==> src/rtl/esg_pkg.sv <==
package esg_pkg;

    typedef struct packed {
        logic [7:0] y;
        logic [7:0] c;
    } ycc_word_t;

    typedef struct packed {
        logic [7:0] y;
        logic [7:0] cb;
        logic [7:0] cr;
    } bar_colour_t;

    localparam logic [7:0] LUMA_BLACK  = 8'h10;
    localparam logic [7:0] CHROMA_ZERO = 8'h80;
    localparam logic [7:0] CODE_ONES   = 8'hFF;
    localparam logic [7:0] CODE_ZEROS  = 8'h00;
    localparam int unsigned TRS_LEN    = 4;
    localparam int unsigned BAR_COUNT  = 8;

    // Flags word of a timing reference code: marker, field, vertical, horizontal, protection.
    function automatic logic [7:0] trs_flags(input logic fld, input logic vb, input logic hb);
        return {1'b1, fld, vb, hb, vb ^ hb, fld ^ hb, fld ^ vb, fld ^ vb ^ hb};
    endfunction

    // Keep the two reserved code values out of picture samples.
    function automatic logic [7:0] clip_video(input logic [7:0] s);
        if (s == 8'h00) return 8'h01;
        if (s == 8'hFF) return 8'hFE;
        return s;
    endfunction

    function automatic bar_colour_t bar_colour(input logic [2:0] idx);
        case (idx)
            3'd0:    return '{y: 8'hB4, cb: 8'h80, cr: 8'h80};
            3'd1:    return '{y: 8'hA2, cb: 8'h2C, cr: 8'h8E};
            3'd2:    return '{y: 8'h83, cb: 8'h9C, cr: 8'h2C};
            3'd3:    return '{y: 8'h70, cb: 8'h48, cr: 8'h3A};
            3'd4:    return '{y: 8'h54, cb: 8'hB8, cr: 8'hC6};
            3'd5:    return '{y: 8'h41, cb: 8'h64, cr: 8'hD4};
            3'd6:    return '{y: 8'h23, cb: 8'hD4, cr: 8'h72};
            default: return '{y: 8'h10, cb: 8'h80, cr: 8'h80};
        endcase
    endfunction

endpackage

==> src/rtl/esg_timing.sv <==
module esg_timing #(
    parameter int unsigned LINE_SAMPLES = 858,
    parameter int unsigned FRAME_LINES  = 525,
    localparam int unsigned SAMPLE_W    = $clog2(LINE_SAMPLES),
    localparam int unsigned LINE_W      = $clog2(FRAME_LINES)
) (
    input  logic                clk,
    input  logic                rst_n,
    input  logic                en_i,
    output logic [SAMPLE_W-1:0] sample_o,
    output logic [LINE_W-1:0]   line_o
);

    localparam logic [SAMPLE_W-1:0] LAST_H = SAMPLE_W'(LINE_SAMPLES - 1);
    localparam logic [LINE_W-1:0]   LAST_V = LINE_W'(FRAME_LINES - 1);

    typedef struct packed {
        logic [SAMPLE_W-1:0] h;
        logic [LINE_W-1:0]   v;
    } pos_t;

    pos_t pos_d, pos_q;

    always_comb begin
        pos_d = pos_q;
        if (!en_i) begin
            pos_d = '0;
        end else if (pos_q.h == LAST_H) begin
            pos_d.h = '0;
            pos_d.v = (pos_q.v == LAST_V) ? '0 : pos_q.v + 1'b1;
        end else begin
            pos_d.h = pos_q.h + 1'b1;
        end
    end

    always_ff @(posedge clk or negedge rst_n) begin
        if (!rst_n) pos_q <= '0;
        else        pos_q <= pos_d;
    end

    assign sample_o = pos_q.h;
    assign line_o   = pos_q.v;

    p_sample_bound_r2: assert property (@(posedge clk) disable iff (!rst_n)
        pos_q.h <= LAST_H && pos_q.v <= LAST_V);

    p_sample_step_r2: assert property (@(posedge clk) disable iff (!rst_n)
        (en_i && pos_q.h != LAST_H) |=> (pos_q.h == SAMPLE_W'($past(pos_q.h) + 1'b1)
                                         && $stable(pos_q.v)));

    p_frame_wrap_r2: assert property (@(posedge clk) disable iff (!rst_n)
        (en_i && pos_q.h == LAST_H && pos_q.v == LAST_V) |=> (pos_q == '0));

    p_idle_rewind_r10: assert property (@(posedge clk) disable iff (!rst_n)
        !en_i |=> (pos_q.h == '0 && pos_q.v == '0));

endmodule

==> src/rtl/esg_bars.sv <==
module esg_bars
    import esg_pkg::*;
#(
    parameter int unsigned BAR_W    = 90,
    parameter int unsigned OFFSET_W = 10
) (
    input  logic [OFFSET_W-1:0] offset_i,
    output logic [7:0]          luma_o,
    output logic [7:0]          chroma_o
);

    logic [BAR_COUNT-2:0] beyond;
    logic [2:0]           bar_idx;
    bar_colour_t          colour;

    // One comparator per bar boundary; the bar index is the number passed.
    for (genvar g = 0; g < BAR_COUNT - 1; g++) begin : g_edge
        localparam logic [OFFSET_W-1:0] EDGE = OFFSET_W'((g + 1) * BAR_W);
        assign beyond[g] = (offset_i >= EDGE);
    end

    always_comb begin
        bar_idx = '0;
        for (int i = 0; i < BAR_COUNT - 1; i++) begin
            bar_idx = bar_idx + 3'(beyond[i]);
        end
        colour   = bar_colour(bar_idx);
        luma_o   = clip_video(colour.y);
        chroma_o = clip_video(offset_i[0] ? colour.cr : colour.cb);
    end

endmodule

==> src/rtl/esg_video_gen.sv <==
module esg_video_gen
    import esg_pkg::*;
#(
    parameter int unsigned HBLANK       = 138,
    parameter int unsigned BAR_W        = 90,
    parameter int unsigned ACTIVE_LINES = 480,
    parameter int unsigned FRAME_LINES  = 525,
    localparam int unsigned LINE_SAMPLES = HBLANK + BAR_COUNT * BAR_W,
    localparam int unsigned SAMPLE_W     = $clog2(LINE_SAMPLES),
    localparam int unsigned LINE_W       = $clog2(FRAME_LINES)
) (
    input  logic                clk,
    input  logic                rst_n,
    input  logic                en_i,
    output logic [15:0]         vid_o,
    output logic [SAMPLE_W-1:0] dbg_sample_o,
    output logic [LINE_W-1:0]   dbg_line_o
);

    localparam logic [SAMPLE_W-1:0] EAV_END   = SAMPLE_W'(TRS_LEN);
    localparam logic [SAMPLE_W-1:0] SAV_START = SAMPLE_W'(HBLANK - TRS_LEN);
    localparam logic [SAMPLE_W-1:0] ACT_START = SAMPLE_W'(HBLANK);
    localparam logic [SAMPLE_W-1:0] EAV_FLAGS = SAMPLE_W'(TRS_LEN - 1);
    localparam logic [SAMPLE_W-1:0] SAV_FLAGS = SAMPLE_W'(HBLANK - 1);
    localparam logic [LINE_W-1:0]   VBL_START = LINE_W'(ACTIVE_LINES);
    localparam ycc_word_t           BLACK     = '{y: LUMA_BLACK, c: CHROMA_ZERO};

    typedef struct packed {
        logic                live;
        ycc_word_t           word;
        logic [SAMPLE_W-1:0] h;
        logic [LINE_W-1:0]   v;
    } out_t;

    logic [SAMPLE_W-1:0] sample;
    logic [LINE_W-1:0]   line;
    logic [SAMPLE_W-1:0] bar_off;
    logic [7:0]          bar_luma, bar_chroma;
    logic                vb, in_eav, in_sav;
    logic [1:0]          trs_pos;
    logic [7:0]          trs_byte;
    ycc_word_t           word;
    out_t                out_d, out_q;

    esg_timing #(
        .LINE_SAMPLES(LINE_SAMPLES),
        .FRAME_LINES (FRAME_LINES)
    ) u_timing (
        .clk     (clk),
        .rst_n   (rst_n),
        .en_i    (en_i),
        .sample_o(sample),
        .line_o  (line)
    );

    assign bar_off = sample - ACT_START;

    esg_bars #(
        .BAR_W   (BAR_W),
        .OFFSET_W(SAMPLE_W)
    ) u_bars (
        .offset_i(bar_off),
        .luma_o  (bar_luma),
        .chroma_o(bar_chroma)
    );

    always_comb begin
        vb      = (line >= VBL_START);
        in_eav  = (sample < EAV_END);
        in_sav  = (sample >= SAV_START) && (sample < ACT_START);
        trs_pos = in_eav ? sample[1:0] : 2'(sample - SAV_START);
        case (trs_pos)
            2'd0:    trs_byte = CODE_ONES;
            2'd3:    trs_byte = trs_flags(1'b0, vb, in_eav);
            default: trs_byte = CODE_ZEROS;
        endcase

        if (in_eav || in_sav)                 word = '{y: trs_byte, c: trs_byte};
        else if (sample >= ACT_START && !vb)  word = '{y: bar_luma, c: bar_chroma};
        else                                  word = BLACK;

        out_d.live = en_i;
        out_d.word = en_i ? word   : BLACK;
        out_d.h    = en_i ? sample : '0;
        out_d.v    = en_i ? line   : '0;
    end

    always_ff @(posedge clk or negedge rst_n) begin
        if (!rst_n) out_q <= '{live: 1'b0, word: BLACK, h: '0, v: '0};
        else        out_q <= out_d;
    end

    assign vid_o        = out_q.word;
    assign dbg_sample_o = out_q.h;
    assign dbg_line_o   = out_q.v;

    p_code_lanes_match_r3: assert property (@(posedge clk) disable iff (!rst_n)
        (out_q.live && (out_q.h < EAV_END || (out_q.h >= SAV_START && out_q.h < ACT_START)))
        |-> (vid_o[15:8] == vid_o[7:0]));

    p_eav_preamble_r3: assert property (@(posedge clk) disable iff (!rst_n)
        (out_q.live && out_q.h == '0) |-> (vid_o == 16'hFFFF));

    p_flags_v_bit_r5: assert property (@(posedge clk) disable iff (!rst_n)
        (out_q.live && (out_q.h == EAV_FLAGS || out_q.h == SAV_FLAGS))
        |-> (vid_o[15] && !vid_o[14] && vid_o[13] == (out_q.v >= VBL_START)));

    p_vblank_black_r6: assert property (@(posedge clk) disable iff (!rst_n)
        (out_q.live && out_q.v >= VBL_START && out_q.h >= ACT_START) |-> (vid_o == 16'h1080));

    p_no_reserved_active_r9: assert property (@(posedge clk) disable iff (!rst_n)
        (out_q.live && out_q.v < VBL_START && out_q.h >= ACT_START)
        |-> (vid_o[15:8] != 8'h00 && vid_o[15:8] != 8'hFF && vid_o[7:0] != 8'h00 && vid_o[7:0] != 8'hFF));

    p_idle_black_r10: assert property (@(posedge clk) disable iff (!rst_n)
        !en_i |=> (vid_o == 16'h1080 && dbg_sample_o == '0 && dbg_line_o == '0));

endmodule

==> config.mk <==
export PLATFORM = sky130hd
export DESIGN_NAME = esg_video_gen
export DESIGN_NICKNAME = d
export VERILOG_FILES = /design/src/rtl/esg_pkg.sv /design/src/rtl/esg_timing.sv /design/src/rtl/esg_bars.sv /design/src/rtl/esg_video_gen.sv
export SDC_FILE = /design/constraint.sdc
export NUM_CORES = 1
export LEC_CHECK = 0
export CORE_ASPECT_RATIO = 1.4
export CORE_MARGIN = 4
export CORE_UTILIZATION = 30
export DETAILED_ROUTE_END_ITERATION = 8
export MAX_ROUTING_LAYER = met4
export PLACE_DENSITY_LB_ADDON = 0.12
export REMOVE_ABC_BUFFERS = 1
export SETUP_SLACK_MARGIN = 0.02
export SYNTH_ARGS = -nofsm -noshare
export SYNTH_HDL_FRONTEND = slang
export SYNTH_HIERARCHICAL = 1
export SYNTH_SLANG_ARGS = --single-unit
export TNS_END_PERCENT = 30
==> constraint.sdc <==
create_clock -name clk -period 6.8 [get_ports clk]
set_input_delay 1.36 -clock clk [delete_from_list [all_inputs] [get_ports clk]]
set_output_delay 1.36 -clock clk [all_outputs]
set_load 0.02 [all_outputs]
==> metrics.md <==
| Metric | Value |
|---|---|
| WHS | `0.588 ns` |
| Routability cong. | `approximately 0.82` |
| I/O pin cnt | `39` |
| Initial antenna violation count | `0` |
| Clk buf depth | `2` |
| Fillers | `around 1100` |
| Critical path class | `reg -> reg` |
| Pwr Density | `roughly 190 nW/um2` |
| Worst Tran Pin Value | `1.10 ns` |
| Synth Area in Adders | `8.01%` |
| First DRT Iteration DRCs | `240` |
| Final instance area | `3980 um2` |
| Setup TNS | `0 ns` |
| Setup Fix Bufs, Post-CTS | `0` |
| CP Buf/Inv Count | `1` |
| Fraction of layout cells with a size suffix above 1 | `8.20%` |
| Synthesized flop and latch total | `56` |
| CP max stage delay | `0.56 ns` |
| Ys Warns | `6` |
| Multiplexer share of the synthesized area | `0.337%` |
| DIE AREA | `12900 um2` |
| Simple-gate share of the synthesized area | `20.1%` |
| Family with the most delay on the worst path | `adder cells` |
| XOR/XNOR Fraction of Synth Area | `a little under 4%` |
| Most used DFF post-synth | `dfrtp_1` |
| Setup WS post-layout | `1.20 ns` |
| Initial Util | `between 30% and 40%` |
| Clock slew at reported path FFs | `0.08 ns` |
| Drt pass-1 iters | `4` |
| # hold bufs at CTS | `0` |
| Post-route antenna net violation count | `0` |
| Root buffer cell | `clkbuf_16` |
| Most used cell, CP | `fa_1` |
| Ys async rst share | `100%` |
| Yosys top cell by area | `dfrtp_1` |
| CTS tree | `done` |
| CTS sink cnt | `56` |
| EDFF count, synth | `0` |
| Cell Area, Synth | `3340 um2` |
| Height of the die | `133 um` |
| Post-detail-place hpwl | `5.52 mm` |
| Remaining global-route overflow | `0` |
| Area delta synth->final | `19.1%` |
| # port buffers | `38` |
| Largest family of logic cells by synthesized area | `compound AO/OA/AOI/OAI gates` |
| Global-route wire length before repair | `roughly 13 mm` |
| Library cells used by synthesis | `65` |
| Synth Area in Compound Gates | `20.9%` |
| Vias in the first global route | `roughly 2500` |
| Pin count of the biggest net entering global routing | `57` |
| VDD IR max | `around 0.00012 V` |
| Clk_skew | `0.0115 ns` |
| Fin util | `36.6%` |
| Period utilisation layout | `82.3%` |
| Via Count | `approximately 2700` |
| Crit Path Max Fanout | `11` |
| Synth top area share | `40.4%` |
| Via-to-Cell Ratio | `5.11` |
| Fmax | `179 MHz` |
| Final hold violation count | `0` |
| Sequential fraction of the synthesis area | `42.0%` |
| Worst Setup Start Kind | `flip-flop` |
| Clk Latency, worst-skew pair | `0.29 ns` |
| Critical path cell sequence | `nor3_2 -> o21ai_1 -> a21oi_1 -> xor2_1 -> nor3_1 -> and3_1 -> fa_1 -> fa_1 -> fa_1 -> fa_1 -> inv_1 -> ha_1 -> or3_1 -> nor3_1 -> nand2_1 -> a211oi_1` |
| RSZ-0062 raised after global routing | `false` |
| Status | `completed` |
| Max_cap viols | `0` |
| DR WL/cell | `14.7 um` |
| Area after DPL | `3830 um2` |
| DRC | `0` |
| Pins over their slew limit | `0` |
| Min Tclk post-route | `5.60 ns` |
| Ant diodes | `0` |
| FP Rows | `45` |
| Core area | `10900 um2` |
| Mean Syn Cell Area | `9.69 um2` |
| H-Tree Depth | `2` |
| Post-CTS resize count | `0` |
| Leakage | `1.65 nW` |
| Gr usage total | `12.2%` |
| Crit path DAT | `5.80 ns` |
| Final setup vio count | `0` |
| Worst setup EP type | `flip-flop` |
| HP Class | `reg -> reg` |
| Pre-CTS setup slack | `1.19 ns` |
| Layout Nets | `399` |
| Post-Synthesis Cells | `345` |
| Cts bufs inserted | `5` |
| Die X | `97.2 um` |
| Worst EP required | `7.00 ns` |
| WL final | `7.65 mm` |
| Worst path slowest cell | `fa_1` |
| Synth area leaders | `dfrtp_1, ha_1, a21oi_1` |
| Max_slew headroom | `a little over a quarter` |
[per-stage QoR]
step	power [mW]	instances
floorplan	0.451	330
finish	0.764	519
global placement	0.513	511
CTS	0.777	519
detailed placement	0.514	511
global route	0.804	519
[path summary, 6_finish.rpt]
| path | startpoint | endpoint | slack (ns) | cells after the start |
|---|---|---|---|---|
| min in group asynchronous | rst_n | dbg_sample_o[8] | 1.20 | 2 |
| max in group asynchronous | rst_n | vid_o[14] | 5.15 | 2 |
| max reg2reg | u_timing/sample_o[6] | vid_o[0] | 1.20 | 16 |
| min | u_timing/line_o[0] | dbg_line_o[0] | 0.59 | 1 |
| min reg2reg | u_timing/line_o[0] | dbg_line_o[0] | 0.59 | 1 |
| max | u_timing/sample_o[6] | vid_o[0] | 1.20 | 16 |
[cell usage in the layout, fill, tap and decap left out, types with 3 or more instances in the layout]
cell type and count:
a21o_1 6, nor4_1 5, xor2_1 6, dfrtp_1 54
a211oi_1 8, or3_1 5, and3_1 3, xnor2_1 9
ha_1 15, inv_1 20, clkdlybuf4s50_1 37, clkbuf_16 5
fa_1 4, o21ai_1 8, a22o_1 5, nand4_1 4
and2_1 16, nand2_1 18, a21oi_1 23, nor3_1 14
o22ai_1 3, a31o_1 4, nand3_1 13, o211ai_1 13
nor2_1 26
[cells by family after synthesis]
family,after synthesis
compound gates,95
fa+ha+maj,19
mux,1
other cells,1
xor+xnor,15
buf+inv,36
flops,56
simple gates,122
[synth_stat cells (3+ instances only)]
library cell	number
dfrtp_1	54
nor2_1	26
a21oi_1	23
inv_1	20
nand2_1	18
and2_1	16
ha_1	15
nor3_1	14
nand3_1	13
o211ai_1	13
xnor2_1	9
a211oi_1	8
o21ai_1	8
a21o_1	6
buf_2	6
clkbuf_1	6
xor2_1	6
a22o_1	5
nor4_1	5
or3_1	5
a31o_1	4
fa_1	4
nand4_1	4
and3_1	3
o22ai_1	3
[where the power goes]
group | internal [mW] | leakage (nW) | switching [mW]
registers | 0.354 | 0.758 | 0.0142
logic | 0.0574 | 0.824 | 0.0790
clock network | 0.138 | 0.0702 | 0.122
[cell type report]
type | count | area, um2 | share of cell area, %
clock buffers | 5 | 125 | 3.14
flip-flops and latches | 56 | 1400 | 35.3
inverters | 21 | 78.8 | 1.98
well taps | 141 | 176 | 4.43
clock inverters | 3 | 21.3 | 0.534
repair buffers | 40 | 390 | 9.81
multi-input cells | 253 | 1780 | 44.8
[sequential cells by signal, summed over array words and instances, names as in the netlist]
register           count
dbg_line_o            10
u_timing/sample_o     10
u_timing/line_o       10
vid_o                 16
dbg_sample_o          10
[worst reg2reg max path, delay by kind of cell (launching register included)]
| kind | cells | cell delay (ns) |
|---|---|---|
| XOR/XNOR | 1 | 0.44 |
| flip-flops | 1 | 0.50 |
| adder cells (fa/ha/maj) | 5 | 2.35 |
| buffers and inverters | 1 | 0.08 |
| AND/OR/NAND/NOR | 6 | 1.47 |
| AO/OA/AOI/OAI | 3 | 0.66 |
[routing by layer]
metal / track usage (%) / vias to the layer above / wire length [um]
met3: 1.64 / 9 / 275
met1: 14.9 / 1273 / 3360
met4: 3.67 / 0 / 129
li1: - / 1307 / -
met5: - / - / 0
met2: 20.9 / 62 / 3880
(Power assumes the default switching activity.)
